### src/rtl/bus_seq_pkg.sv
package bus_seq_pkg;

    typedef enum logic [2:0] {
        K_FETCH    = 3'd0,
        K_MEMRD    = 3'd1,
        K_MEMWR    = 3'd2,
        K_IORD     = 3'd3,
        K_IOWR     = 3'd4,
        K_HALT     = 3'd5,
        K_INTACK   = 3'd6,
        K_INTERNAL = 3'd7
    } cyc_kind_e;

    typedef enum logic [2:0] {
        TS_IDLE, TS_T1, TS_T2, TS_TW, TS_T3, TS_T4
    } tstate_e;

    // four-state cycles that carry a refresh window
    function automatic logic kind_m1(cyc_kind_e k);
        return (k == K_FETCH) || (k == K_HALT) || (k == K_INTACK);
    endfunction

    function automatic logic kind_io(cyc_kind_e k);
        return (k == K_IORD) || (k == K_IOWR);
    endfunction

    function automatic logic kind_wr(cyc_kind_e k);
        return (k == K_MEMWR) || (k == K_IOWR);
    endfunction

    // cycles that pulse the read strobe
    function automatic logic kind_rd(cyc_kind_e k);
        return (k == K_FETCH) || (k == K_MEMRD) || (k == K_IORD) || (k == K_HALT);
    endfunction

    // cycles that capture the low byte
    function automatic logic kind_takes(cyc_kind_e k);
        return kind_rd(k) || (k == K_INTACK);
    endfunction

    function automatic logic kind_waits(cyc_kind_e k);
        return k != K_INTERNAL;
    endfunction

    // returns {bit0, bit1}
    function automatic logic [1:0] kind_status(cyc_kind_e k);
        case (k)
            K_FETCH, K_INTACK: return 2'b11;
            K_MEMWR, K_IOWR:   return 2'b10;
            K_HALT:            return 2'b00;
            default:           return 2'b01;
        endcase
    endfunction

endpackage

### src/rtl/bus_seq_timing.sv
module bus_seq_timing
    import bus_seq_pkg::*;
#(
    parameter int AW = 16,
    parameter int DW = 8
) (
    input  logic          clk,
    input  logic          rst_n,
    input  logic          cmd_valid,
    input  logic [2:0]    cmd_kind,
    input  logic [AW-1:0] cmd_addr,
    input  logic [DW-1:0] cmd_wdata,
    input  logic          wait_n,
    input  logic [DW-1:0] ad_in,
    output tstate_e       tst,
    output logic          ph,
    output cyc_kind_e     kind,
    output logic [AW-1:0] addr,
    output logic [DW-1:0] wdata,
    output logic [DW-1:0] rfsh_cnt,
    output logic [DW-1:0] rd_data,
    output logic          done,
    output logic          ready
);

    typedef struct packed {
        tstate_e       tst;
        logic          ph;
        cyc_kind_e     kind;
        logic [AW-1:0] addr;
        logic [DW-1:0] wdata;
        logic          ext_wait;
        logic [DW-1:0] rcnt;
        logic [DW-1:0] rdata;
    } seq_s;

    seq_s seq_d, seq_q;
    logic last_t, strobe_end;

    always_comb begin
        seq_d  = seq_q;
        last_t = (seq_q.tst == TS_T4) ||
                 (seq_q.tst == TS_T3 && !kind_m1(seq_q.kind));
        done   = last_t && seq_q.ph;
        ready  = (seq_q.tst == TS_IDLE) || done;

        // last clock of the read or acknowledge strobe
        strobe_end = (seq_q.kind == K_MEMRD) ?
                     (seq_q.tst == TS_T3 && !seq_q.ph) :
                     (seq_q.ph && !seq_q.ext_wait &&
                      (seq_q.tst == TS_T2 || seq_q.tst == TS_TW));
        if (seq_q.tst != TS_IDLE && kind_takes(seq_q.kind) && strobe_end)
            seq_d.rdata = ad_in;

        if (seq_q.tst != TS_IDLE)
            seq_d.ph = ~seq_q.ph;

        // mid-state wait sample in T2 and in each wait state
        if (!seq_q.ph && (seq_q.tst == TS_T2 || seq_q.tst == TS_TW))
            seq_d.ext_wait = kind_waits(seq_q.kind) &&
                             (!wait_n || (kind_io(seq_q.kind) && seq_q.tst == TS_T2));

        if (seq_q.ph) begin
            case (seq_q.tst)
                TS_T1:        seq_d.tst = TS_T2;
                TS_T2, TS_TW: seq_d.tst = seq_q.ext_wait ? TS_TW : TS_T3;
                TS_T3:        if (kind_m1(seq_q.kind)) seq_d.tst = TS_T4;
                default:      ;
            endcase
        end

        if (done) begin
            if (kind_m1(seq_q.kind))
                seq_d.rcnt = seq_q.rcnt + 1'b1;
            if (!cmd_valid)
                seq_d.tst = (seq_q.kind == K_HALT) ? TS_T1 : TS_IDLE;
        end

        if (ready && cmd_valid) begin
            seq_d.tst   = TS_T1;
            seq_d.ph    = 1'b0;
            seq_d.kind  = cyc_kind_e'(cmd_kind);
            seq_d.addr  = cmd_addr;
            seq_d.wdata = cmd_wdata;
        end
    end

    always_ff @(posedge clk or negedge rst_n) begin
        if (!rst_n) begin
            seq_q <= '{tst: TS_IDLE, ph: 1'b0, kind: K_INTERNAL, addr: '0,
                       wdata: '0, ext_wait: 1'b0, rcnt: '0, rdata: '0};
        end else begin
            seq_q <= seq_d;
        end
    end

    assign tst      = seq_q.tst;
    assign ph       = seq_q.ph;
    assign kind     = seq_q.kind;
    assign addr     = seq_q.addr;
    assign wdata    = seq_q.wdata;
    assign rfsh_cnt = seq_q.rcnt;
    assign rd_data  = seq_q.rdata;

    AST_RFSH_STEP: assert property (@(posedge clk) disable iff (!rst_n)
        (done && kind_m1(seq_q.kind)) |=> (seq_q.rcnt == DW'($past(seq_q.rcnt) + 1'b1)));

    AST_NO_WAIT_INTERNAL: assert property (@(posedge clk) disable iff (!rst_n)
        (seq_q.tst == TS_T2 && seq_q.ph && seq_q.kind == K_INTERNAL) |=> (seq_q.tst == TS_T3));

    AST_IO_AUTO_WAIT: assert property (@(posedge clk) disable iff (!rst_n)
        (seq_q.tst == TS_T2 && seq_q.ph && kind_io(seq_q.kind)) |=> (seq_q.tst == TS_TW));

    AST_HALT_REPEAT: assert property (@(posedge clk) disable iff (!rst_n)
        (done && seq_q.kind == K_HALT && !cmd_valid) |=> (seq_q.tst == TS_T1 && seq_q.kind == K_HALT));

endmodule

### src/rtl/bus_seq_drive.sv
module bus_seq_drive
    import bus_seq_pkg::*;
#(
    parameter int AW = 16,
    parameter int DW = 8
) (
    input  tstate_e          tst,
    input  logic             ph,
    input  cyc_kind_e        kind,
    input  logic [AW-1:0]    addr,
    input  logic [DW-1:0]    wdata,
    input  logic [DW-1:0]    rfsh_cnt,
    input  logic [AW-DW-1:0] ivec,
    output logic [DW-1:0]    ad_out,
    output logic             ad_oe,
    output logic [AW-DW-1:0] addr_hi,
    output logic             ale,
    output logic             rd_n,
    output logic             wr_n,
    output logic             inta_n,
    output logic             rfsh_n,
    output logic             io_m,
    output logic             stat0,
    output logic             stat1
);

    localparam int HW = AW - DW;

    logic active, m1, win, rfsh_win;
    logic [1:0] st;

    always_comb begin
        active   = (tst != TS_IDLE);
        m1       = kind_m1(kind);
        win      = (tst == TS_T2) || (tst == TS_TW);
        rfsh_win = m1 && (tst == TS_T3 || tst == TS_T4);

        ale    = (tst == TS_T1) || (m1 && tst == TS_T3);
        rd_n   = !(kind_rd(kind) && (win || (kind == K_MEMRD && tst == TS_T3 && !ph)));
        inta_n = !(kind == K_INTACK && win);
        wr_n   = !(kind_wr(kind) &&
                   ((tst == TS_T2 && ph) || tst == TS_TW || (tst == TS_T3 && !ph)));
        rfsh_n = !rfsh_win;

        ad_oe  = 1'b0;
        ad_out = '0;
        if (tst == TS_T1) begin
            ad_oe  = 1'b1;
            ad_out = addr[DW-1:0];
        end else if (rfsh_win) begin
            ad_oe  = 1'b1;
            ad_out = rfsh_cnt;
        end else if (active && kind_wr(kind)) begin
            ad_oe  = 1'b1;
            ad_out = wdata;
        end

        if (rfsh_win)
            addr_hi = ivec;
        else if (kind_io(kind))
            addr_hi = HW'(addr[DW-1:0]);
        else
            addr_hi = addr[AW-1:DW];

        st    = active ? kind_status(kind) : kind_status(K_INTERNAL);
        stat0 = st[1];
        stat1 = st[0];
        io_m  = active && kind_io(kind);
    end

endmodule

### src/rtl/bus_seq_top.sv
module bus_seq_top
    import bus_seq_pkg::*;
#(
    parameter int AW = 16,
    parameter int DW = 8
) (
    input  logic             clk,
    input  logic             rst_n,
    input  logic             cmd_valid,
    input  logic [2:0]       cmd_kind,
    input  logic [AW-1:0]    cmd_addr,
    input  logic [DW-1:0]    cmd_wdata,
    output logic             cmd_ready,
    output logic             done,
    output logic [DW-1:0]    rd_data,
    input  logic             wait_n,
    input  logic [AW-DW-1:0] ivec,
    input  logic [DW-1:0]    ad_in,
    output logic [DW-1:0]    ad_out,
    output logic             ad_oe,
    output logic [AW-DW-1:0] addr_hi,
    output logic             ale,
    output logic             rd_n,
    output logic             wr_n,
    output logic             inta_n,
    output logic             rfsh_n,
    output logic             io_m,
    output logic             stat0,
    output logic             stat1
);

    tstate_e       tst;
    logic          ph;
    cyc_kind_e     kind;
    logic [AW-1:0] addr;
    logic [DW-1:0] wdata;
    logic [DW-1:0] rfsh_cnt;

    bus_seq_timing #(.AW(AW), .DW(DW)) u_timing (
        .clk       (clk),
        .rst_n     (rst_n),
        .cmd_valid (cmd_valid),
        .cmd_kind  (cmd_kind),
        .cmd_addr  (cmd_addr),
        .cmd_wdata (cmd_wdata),
        .wait_n    (wait_n),
        .ad_in     (ad_in),
        .tst       (tst),
        .ph        (ph),
        .kind      (kind),
        .addr      (addr),
        .wdata     (wdata),
        .rfsh_cnt  (rfsh_cnt),
        .rd_data   (rd_data),
        .done      (done),
        .ready     (cmd_ready)
    );

    bus_seq_drive #(.AW(AW), .DW(DW)) u_drive (
        .tst      (tst),
        .ph       (ph),
        .kind     (kind),
        .addr     (addr),
        .wdata    (wdata),
        .rfsh_cnt (rfsh_cnt),
        .ivec     (ivec),
        .ad_out   (ad_out),
        .ad_oe    (ad_oe),
        .addr_hi  (addr_hi),
        .ale      (ale),
        .rd_n     (rd_n),
        .wr_n     (wr_n),
        .inta_n   (inta_n),
        .rfsh_n   (rfsh_n),
        .io_m     (io_m),
        .stat0    (stat0),
        .stat1    (stat1)
    );

    AST_ALE_NO_STROBE: assert property (@(posedge clk) disable iff (!rst_n)
        ale |-> (rd_n && wr_n && inta_n));

    AST_RFSH_QUIET: assert property (@(posedge clk) disable iff (!rst_n)
        !rfsh_n |-> (rd_n && wr_n && inta_n && ad_oe));

    AST_STROBE_EXCL: assert property (@(posedge clk) disable iff (!rst_n)
        !(!rd_n && !wr_n));

    AST_DONE_READY: assert property (@(posedge clk) disable iff (!rst_n)
        done |-> cmd_ready);

endmodule

### config.mk
export PLATFORM = sky130hd
export DESIGN_NAME = bus_seq_top
export DESIGN_NICKNAME = d
export VERILOG_FILES = /design/src/rtl/bus_seq_pkg.sv /design/src/rtl/bus_seq_timing.sv /design/src/rtl/bus_seq_drive.sv /design/src/rtl/bus_seq_top.sv
export SDC_FILE = /design/constraint.sdc
export NUM_CORES = 1
export LEC_CHECK = 0
export BUFFER_PORTS_ARGS = -buffer_cell sky130_fd_sc_hd__clkbuf_2
export CAP_MARGIN = 40
export CORE_MARGIN = 5
export CORE_UTILIZATION = 50
export DETAILED_ROUTE_END_ITERATION = 6
export PLACE_DENSITY = 0.76
export SKIP_CTS_REPAIR_TIMING = 1
export SLEW_MARGIN = 20
export SYNTH_ARGS = -nofsm -noshare
export SYNTH_HDL_FRONTEND = slang
export SYNTH_HIERARCHICAL = 1
export SYNTH_SLANG_ARGS = --single-unit
### constraint.sdc
create_clock -name clk -period 2.81 [get_ports clk]
set_input_delay 0.562 -clock clk [delete_from_list [all_inputs] [get_ports clk]]
set_output_delay 0.562 -clock clk [all_outputs]
set_load 0.02 [all_outputs]
==> results.toml, run 1 <==
[sta]
min_period_ns = 2.70
final-setup-viol-count = 0
tns_ns = 0
finalClockSkew_ns = 0.00576
fmax_ghz = 0.371
slew_violations = 0
maxSlewHeadroom = 0.573
min_period_over_period = 0.959
tightestPinTransition_ns = 0.623
setup_slack_ns = 0.115
finalHoldViolations = 0

[yosys]
ys_async_sr_fraction = 1.00
synth_edf_count = 0
synth-main-ff-cell = "dfrtp_1"
yosysSeqAreaShare = 0.366
syn_area_per_cell_sq_um = 10.9
postSynthRegisterBits = 48
synthCells = 303
yosysWarnings = 6
syn_area_sq_mm = 0.00329
synth.distinct_cells = 52
synth_nets = 351

[floorplanning]
dieArea_sq_mm = 0.00830
start_util = 0.515
die_x_um = 91.1
coreArea_sq_mm = 0.00639
die_h_um = 91.1
rows = 29
ios = 82

[final_layout]
nets = 391
fin_cells = 419
antenna_cells = 0
syn2layout_area_growth_pct = 8.14
layout-drive-gt1-share = 0.465
fin_util = 0.557

[run]
max_cap_viol_count = 0

[routing]
vias = 2425
drc = 0
ant_nets = 0
first_iter_violations = 154
dr.pass1.iters = 5
wl_um = 7070
via_per_inst = 5.79
routedWlPerCell_um = 16.9

[power_and_ir_drop]
cellPowerDensity_mw_per_mm2 = 1360
leakage_nw = 1.74
ir_drop_uv = 906

[hold_path]
min_path_type = "input pin to async pin"

[critical_path]
cp_data_arrival_time_ns = 2.13
worst-path-max-fanout = 9
critPathCaptureType = "output port"
crit_type = "flop to output port"
critPathLaunchType = "flop"
cp.required_ns = 2.25

[place]
gp_congestion = 0.810
dp_hpwl_um = 5280
numPortBuffers = 81
numPlacedInstances = 409
pre_cts_ws_ns = 0.360

[clock_network]
numCtsBuffers = 5
clock-sinks = 48
cts_buffer_depth = 2
cts_tree = "yes"
clock_latency_ns = 0.29
path_clk_slew_ns = 0.08
h-tree-depth = 2
root_buffer = "clkbuf_8"

[grt]
antenna_found_initial = 0
grt_usage = 0.168
grt_first_pass_wirelength_um = 11600
grt_overflow = 0
grt_max_degree = 30
grt_pass1_vias = 2305

[run_status]
outcome = "complete, no violations"
[cell usage after synthesis (2+ instances only)]
cell	instances	area share
buf_4	48	0.11
nor3_1	5	0.0076
a21oi_1	13	0.020
nor3b_1	3	0.0068
a221oi_1	8	0.021
inv_1	3	0.0034
o21ai_0	10	0.015
nor4_1	2	0.0038
nand3_1	2	0.0030
mux2i_1	2	0.0061
buf_6	5	0.017
a31oi_1	2	0.0038
a22oi_1	9	0.021
clkbuf_1	7	0.0080
buf_2	2	0.0030
nand3b_1	5	0.011
a221o_1	8	0.024
inv_2	2	0.0023
nand2_1	8	0.0091
o22ai_1	8	0.015
nor2_1	9	0.010
and2_1	11	0.021
mux2_2	17	0.058
nor2b_1	4	0.0076
nand2b_1	3	0.0057
xor2_1	6	0.016
nand4b_1	2	0.0053
dfrtp_1	45	0.34
mux2_4	27	0.12
xnor2_1	3	0.0080
dfstp_2	3	0.024
[placed cells by master (no fill, tap or decap), types with 2 or more instances in the layout]
cell,synthesis,routed
dfrtp_1,45,45
nand3b_1,5,5
dfstp_2,3,3
a22oi_1,9,9
nand2_1,8,8
o22ai_1,8,8
nand3_1,2,2
mux2_2,17,17
nor4_1,2,2
mux2i_1,2,2
a21oi_1,13,13
mux2_4,27,27
and2_1,11,11
inv_2,2,2
xnor2_1,3,3
o21ai_0,10,10
nor2b_1,4,4
a221o_1,8,8
inv_1,3,3
nand2b_1,3,3
clkbuf_2,1,81
xor2_1,6,6
clkbuf_8,0,5
a31oi_1,2,2
buf_4,48,14
nand4b_1,2,2
nor3b_1,3,3
nor2_1,9,9
a221oi_1,8,8
nor3_1,5,5
[worst max-delay path: stages, from the launching register on]
cell and delay [ns]:
dfstp_2 0.63, xor2_1 0.20, mux2i_1 0.10, nor3b_4 0.17
buf_4 0.19, a221o_1 0.38, clkbuf_2 0.17
[final timing paths]
check	start	endpoint	slack (ns)	cells after the start
max	u_timing/kind[2]	ad_out[7]	0.11	6
min in group clk	u_timing/rfsh_cnt[7]	u_timing/rfsh_cnt[7]	0.48	1
max in group asynchronous	rst_n	u_timing/wdata[6]	2.20	2
max reg2reg	u_timing/kind[1]	u_timing/wdata[0]	0.58	7
min reg2reg	u_timing/rfsh_cnt[7]	u_timing/rfsh_cnt[7]	0.48	1
min	rst_n	u_timing/rd_data[2]	0.05	1
[cell type report]
cell class                      instances  area [sq um]
Sequential cell                        48          1200
Inverter                                7          28.8
Clock inverter                          1          30.0
Timing Repair Buffer                   96           531
Fill cell                             558          2830
Tap cell                               77          96.3
Clock buffer                            5          68.8
Multi-Input combinational cell        185          1600
[per-stage QoR]
stage / power (mW) / hold WS, ns / area [sq um]
2_1_floorplan: 3.99 / 0.266 / 3290
3_3_place_gp: 4.25 / 0.371 / 3430
3_5_place_dp: 4.33 / 0.370 / 3430
4_1_cts: 4.81 / 0.0441 / 3530
5_1_grt: 5.17 / 0.0419 / 3560
6_report: 4.83 / 0.0549 / 3560
[report_power, final]
part	internal [mW]	switching (mW)	leakage, nW	total [mW]
registers	1.02	0.415	0.580	1.44
logic	1.42	1.50	1.11	2.92
clock network	0.255	0.211	0.0501	0.467
[layer usage]
metal  GRT usage  share of wire
met2       0.270           0.49
met4      0.0293         0.0037
met3      0.0446          0.079
met1       0.232           0.43
met5           0              0
[logic make-up (layout without fill, tap and decap cells)]
family / Yosys count / in the layout / synth area share
buffers and inverters: 70 / 109 / 0.148
muxes: 46 / 46 / 0.188
and+or+nand+nor: 62 / 62 / 0.115
xor gates and xnor gates: 10 / 10 / 0.0308
adders and majority gates: 1 / 1 / 0.00380
AOI/OAI and AO/OA: 66 / 66 / 0.148
DFF: 48 / 48 / 0.366
[flip-flops by register name, summed over array words and instances, names as in the netlist]
| register | cells |
|---|---|
| u_timing/addr | 16 |
| u_timing/rd_data | 8 |
| u_timing/rfsh_cnt | 8 |
| u_timing/wdata | 8 |
| u_timing/kind | 3 |
| u_timing/tst | 3 |
| u_timing/ph | 1 |
| u_timing/seq_q | 1 |
Power figures use the tool's default switching activity.
==> run 2, diff against run 1 <==
--- a/config.mk
+++ b/config.mk
@@ -7,7 +7,7 @@
 export LEC_CHECK = 0
 export BUFFER_PORTS_ARGS = -buffer_cell sky130_fd_sc_hd__clkbuf_2
 export CAP_MARGIN = 40
-export CORE_MARGIN = 5
+export CORE_MARGIN = 2
 export CORE_UTILIZATION = 50
 export DETAILED_ROUTE_END_ITERATION = 6
 export PLACE_DENSITY = 0.76
==> run 2 against run 1 <==
Effect of this change: global-route usage rose by 1.6 points; clock skew rose by 0.0016 ns; core utilization rose by 0.69 points; largest power group unchanged; wire length fell by 5.4%; largest cell class unchanged; critical path depth did not move; sequential power barely moved.
==> results.toml, run 2 (synthesized netlist as in run 1, its figures left out) <==
[floorplanning]
die_x_um = 85.1
ios = 82
dieArea_sq_mm = 0.00724
rows = 29
start_util = 0.518
die_h_um = 85.1
coreArea_sq_mm = 0.00635

[final_layout]
mostFrequentLayoutCells = "clkbuf_2, dfrtp_1, mux2_4"
antenna_cells = 0
largest_reg_flops = 16
fillCellCount = 546
layout-drive-gt1-share = 0.466
syn2layout_area_growth_pct = 8.87
nets = 388
final_common_cell = "clkbuf_2"

[routing]
vias = 2355
routedWlPerCell_um = 16.0
ant_nets = 0
drc = 0
wl_um = 6690
first_iter_violations = 317
via_per_inst = 5.63
dr.pass1.iters = 4

[critical_path]
cp.required_ns = 2.25
critPathLaunchType = "flop"
timing.rr.end = "u_timing/wdata[1]"
cpPeakStageDelay_ns = 0.66
crit_chain = "xor2_1 -> mux2i_1 -> nor3b_4 -> buf_4 -> a221o_1 -> clkbuf_2"
cp_top_family = "flip-flops"
critPathCaptureType = "output port"
crit_type = "flop to output port"
rr_startpoint = "u_timing/kind[1]"
crit_cells = 6
startpoint = "u_timing/kind[2]"
worst-path-max-fanout = 11
reg2reg_slack_ns = 0.62
critPathSlowestCell = "dfstp_2"
setup.worst_path.end = "ad_out[7]"
crit_buf_inv = 2
r2r_cells = 7
cp_data_arrival_time_ns = 2.16

[clock_network]
path_clk_slew_ns = 0.09
h-tree-depth = 2
numCtsBuffers = 5
cts_tree = "yes"
clock-sinks = 48
cts_buffer_depth = 2
clock_latency_ns = 0.29
root_buffer = "clkbuf_8"

[grt]
grt_pass1_vias = 2245
antenna_found_initial = 0
grt_first_pass_wirelength_um = 10700
grt_overflow = 0
grt_usage = 0.184
grt_max_degree = 33

[sta]
final-setup-viol-count = 0
slew_violations = 0
finalHoldViolations = 0
finalClockSkew_ns = 0.00737
tns_ns = 0
fmax_ghz = 0.368
min_period_ns = 2.72
maxSlewHeadroom = 0.548
rsz0062_at_grt = "false"
min_period_over_period = 0.967
tightestPinTransition_ns = 0.659

[power_and_ir_drop]
cellPowerDensity_mw_per_mm2 = 1370
ir_drop_uv = 672
totalPowerFinal_mw = 4.89
leakage_nw = 1.74

[hold_path]
min_path_type = "input pin to async pin"

[run]
max_cap_viol_count = 0

[place]
gp_congestion = 0.835
numPortBuffers = 81
dp_hpwl_um = 4880

[run_status]
outcome = "complete, no violations"
==> run 2: cell count changes in the layout (fill, tap and decap cells not counted) <==
cell,delta
buf_4,-4
clkbuf_8,+2
buf_12,+1
dfstp_2,-1
dfstp_4,+1
nor2b_1,-1
nor2b_2,+1
==> run 2: cell type report <==
cell class | instances | area, sq um | area share
repair buffers | 93 | 520 | 0.145
clock inverters | 1 | 30.0 | 0.00839
flip-flops and latches | 48 | 1210 | 0.338
inverters | 7 | 28.8 | 0.00804
multi-input cells | 185 | 1600 | 0.447
clock buffers | 7 | 96.3 | 0.0269
well taps | 77 | 96.3 | 0.0269
==> run 2: worst min-delay path by stage <==
stage / slack (ns) / startpoint / endpoint / cells after the start
finish: 0.19 / rst_n / u_timing/rd_data[4] / 1
global route: 0.21 / rst_n / u_timing/rd_data[4] / 1
CTS: 0.19 / rst_n / u_timing/rd_data[4] / 1
detailed placement: 0.48 / u_timing/rfsh_cnt[7] / u_timing/rfsh_cnt[7] / 1
global placement: 0.46 / u_timing/rfsh_cnt[7] / u_timing/rfsh_cnt[7] / 1
floorplan: 0.27 / rst_n / u_timing/addr[0] / 0
==> run 2: per-stage QoR <==
stage	instances	setup WS, ns	instance area (sq um)	hold slack (ns)	util
CTS	415	0.0275	3540	0.194	0.557
global route	418	0.0160	3580	0.206	0.564
floorplan	303	0.440	3290	0.266	-
finish	418	0.0929	3580	0.186	0.564
global placement	407	0.395	3410	0.457	0.537
detailed placement	407	0.373	3410	0.478	0.537
==> run 2: metal layers <==
layer,GRT usage,wire (um)
met5,0,0
met4,0.0534,74
met3,0.0360,408
met2,0.286,3200
met1,0.263,3010
==> run 2: report_power, final <==
| group | switching [mW] | internal, mW |
|---|---|---|
| combinational | 1.48 | 1.43 |
| sequential | 0.418 | 1.03 |
| clock | 0.224 | 0.314 |
==> run 3, diff against run 2 <==
--- a/config.mk
+++ b/config.mk
@@ -7,10 +7,12 @@
 export LEC_CHECK = 0
 export BUFFER_PORTS_ARGS = -buffer_cell sky130_fd_sc_hd__clkbuf_2
 export CAP_MARGIN = 40
+export CELL_PAD_IN_SITES_DETAIL_PLACEMENT = 0
+export CELL_PAD_IN_SITES_GLOBAL_PLACEMENT = 2
 export CORE_MARGIN = 2
-export CORE_UTILIZATION = 50
+export CORE_UTILIZATION = 34
 export DETAILED_ROUTE_END_ITERATION = 6
-export PLACE_DENSITY = 0.76
+export PLACE_DENSITY = 0.93
 export SKIP_CTS_REPAIR_TIMING = 1
 export SLEW_MARGIN = 20
 export SYNTH_ARGS = -nofsm -noshare
==> run 3 against run 2 <==
Effect of this change: sequential cell count unchanged; sequential share of layout area down 0.34 points; wire length up 14%; global-route usage down 4.0 points; clock power down 26%; largest power group unchanged; first-iteration DRC count down 58%; final area up 1.3%; register-to-register slack worse by 0.05 ns.
==> results.toml, run 3 (synthesized netlist as in run 1, its figures left out) <==
[power_and_ir_drop]
cellPowerDensity_mw_per_mm2 = 1340
totalPowerFinal_mw = 4.87
leakage_nw = 1.74
comb_power_share = 0.617
ir_drop_uv = 468
power.internal_mw = 2.67
clkPwrFrac = 0.082
power.net_switching_mw = 2.20
sequentialPowerShare = 0.301
switching_share = 0.452

[clock_network]
clock-sinks = 48
cts_tree = "yes"
path_clk_slew_ns = 0.09
root_buffer = "clkbuf_8"
h-tree-depth = 2
numCtsBuffers = 5
cts_buffer_depth = 2
clock_latency_ns = 0.30

[grt]
grt_pass1_vias = 2304
grt_usage = 0.144
antenna_found_initial = 0
grt_max_degree = 49
grt_first_pass_wirelength_um = 11800
grt_overflow = 0

[critical_path]
reg2reg_slack_ns = 0.57
r2r_cells = 3
rr_startpoint = "u_timing/tst[1]"
cp.required_ns = 2.25
cp_data_arrival_time_ns = 2.15
crit_type = "flop to output port"
critPathCaptureType = "output port"
worst-path-max-fanout = 13
timing.rr.end = "u_timing/rd_data[6]"
critPathLaunchType = "flop"

[floorplanning]
ios = 82
die_h_um = 102
coreArea_sq_mm = 0.00933
dieArea_sq_mm = 0.0105
rows = 35
start_util = 0.353
die_x_um = 102

[run]
max_cap_viol_count = 0

[final_layout]
fin_util = 0.389
layout-drive-gt1-share = 0.474
syn2layout_area_growth_pct = 10.3
final_area_sq_mm = 0.00363
mostFrequentLayoutCells = "clkbuf_2, dfrtp_1, mux2_4"
final_common_cell = "clkbuf_2"
fin_cells = 473
antenna_cells = 0
fillCellCount = 935
largest_reg_flops = 16
nets = 392

[sta]
setup_slack_ns = 0.0947
holdWs_ns = 0.351
fmax_ghz = 0.368
min_period_over_period = 0.966
tightestPinTransition_ns = 0.639
finalHoldViolations = 0
min_period_ns = 2.72
slew_violations = 0
finalClockSkew_ns = 0.00475
tns_ns = 0
maxSlewHeadroom = 0.574
final-setup-viol-count = 0

[place]
pre_cts_ws_ns = 0.332
gp_congestion = 0.807
numPortBuffers = 81
dp_hpwl_um = 5410
numPlacedInstances = 460
place_area_sq_mm = 0.00348

[routing]
routedWlPerCell_um = 16.1
first_iter_violations = 133
wl_um = 7620
via_per_inst = 5.02
ant_nets = 0
drc = 0
dr.pass1.iters = 4
vias = 2373

[run_status]
outcome = "complete, no violations"

[hold_path]
min_path_type = "input pin to async pin"
## run 3: cell count changes in the layout (fill, tap and decap cells not counted), sizes merged
cell    previous run  this run
bufinv             1         0
clkinv             1         2
buf               12        16
clkbuf            88        87
## run 3: worst max-delay path by stage
stage	slack [ns]	depth (start not counted)	startpoint	to
floorplan	0.44	7	u_timing/kind[1]	ale
global placement	0.36	6	u_timing/kind[0]	ad_out[7]
detailed placement	0.33	6	u_timing/kind[1]	addr_hi[4]
CTS	-0.03	6	u_timing/kind[0]	ad_out[7]
global route	-0.004	6	u_timing/kind[0]	ad_out[7]
finish	0.09	6	u_timing/kind[0]	ad_out[7]
## run 3: area by class of cell
cell class	instances	area (sq um)	area share
Multi-Input combinational cell	185	1610	0.444
Sequential cell	48	1210	0.334
Timing Repair Buffer	97	538	0.148
Tap cell	129	161	0.0445
Clock buffer	6	72.6	0.0200
Inverter	7	28.8	0.00793
Clock inverter	1	5.00	0.00138
## run 3: power by group through the flow
stage               clock, mW  combinational (mW)  sequential (mW)
floorplan                   0                2.82             1.17
global placement            0                2.83             1.48
detailed placement          0                2.88             1.50
CTS                     0.427                2.89             1.48
global route            0.446                3.25             1.52
finish                  0.400                3.00             1.47
## run 3: metal layers
| metal | vias to the layer above | global-route usage | wire length [um] |
|---|---|---|---|
| met2 | 77 | 0.225 | 3600 |
| met1 | 1155 | 0.212 | 3650 |
| met4 | 0 | 0.0338 | 57 |
| met3 | 5 | 0.0185 | 318 |
| li1 | 1136 | - | - |
| met5 | - | 0 | 0 |
## run 3: critical path: stages, from the launching register on
cell,delay [ns]
dfstp_4,0.67
inv_2,0.12
mux2i_1,0.14
nor3b_4,0.17
buf_4,0.20
a221o_1,0.38
clkbuf_2,0.17
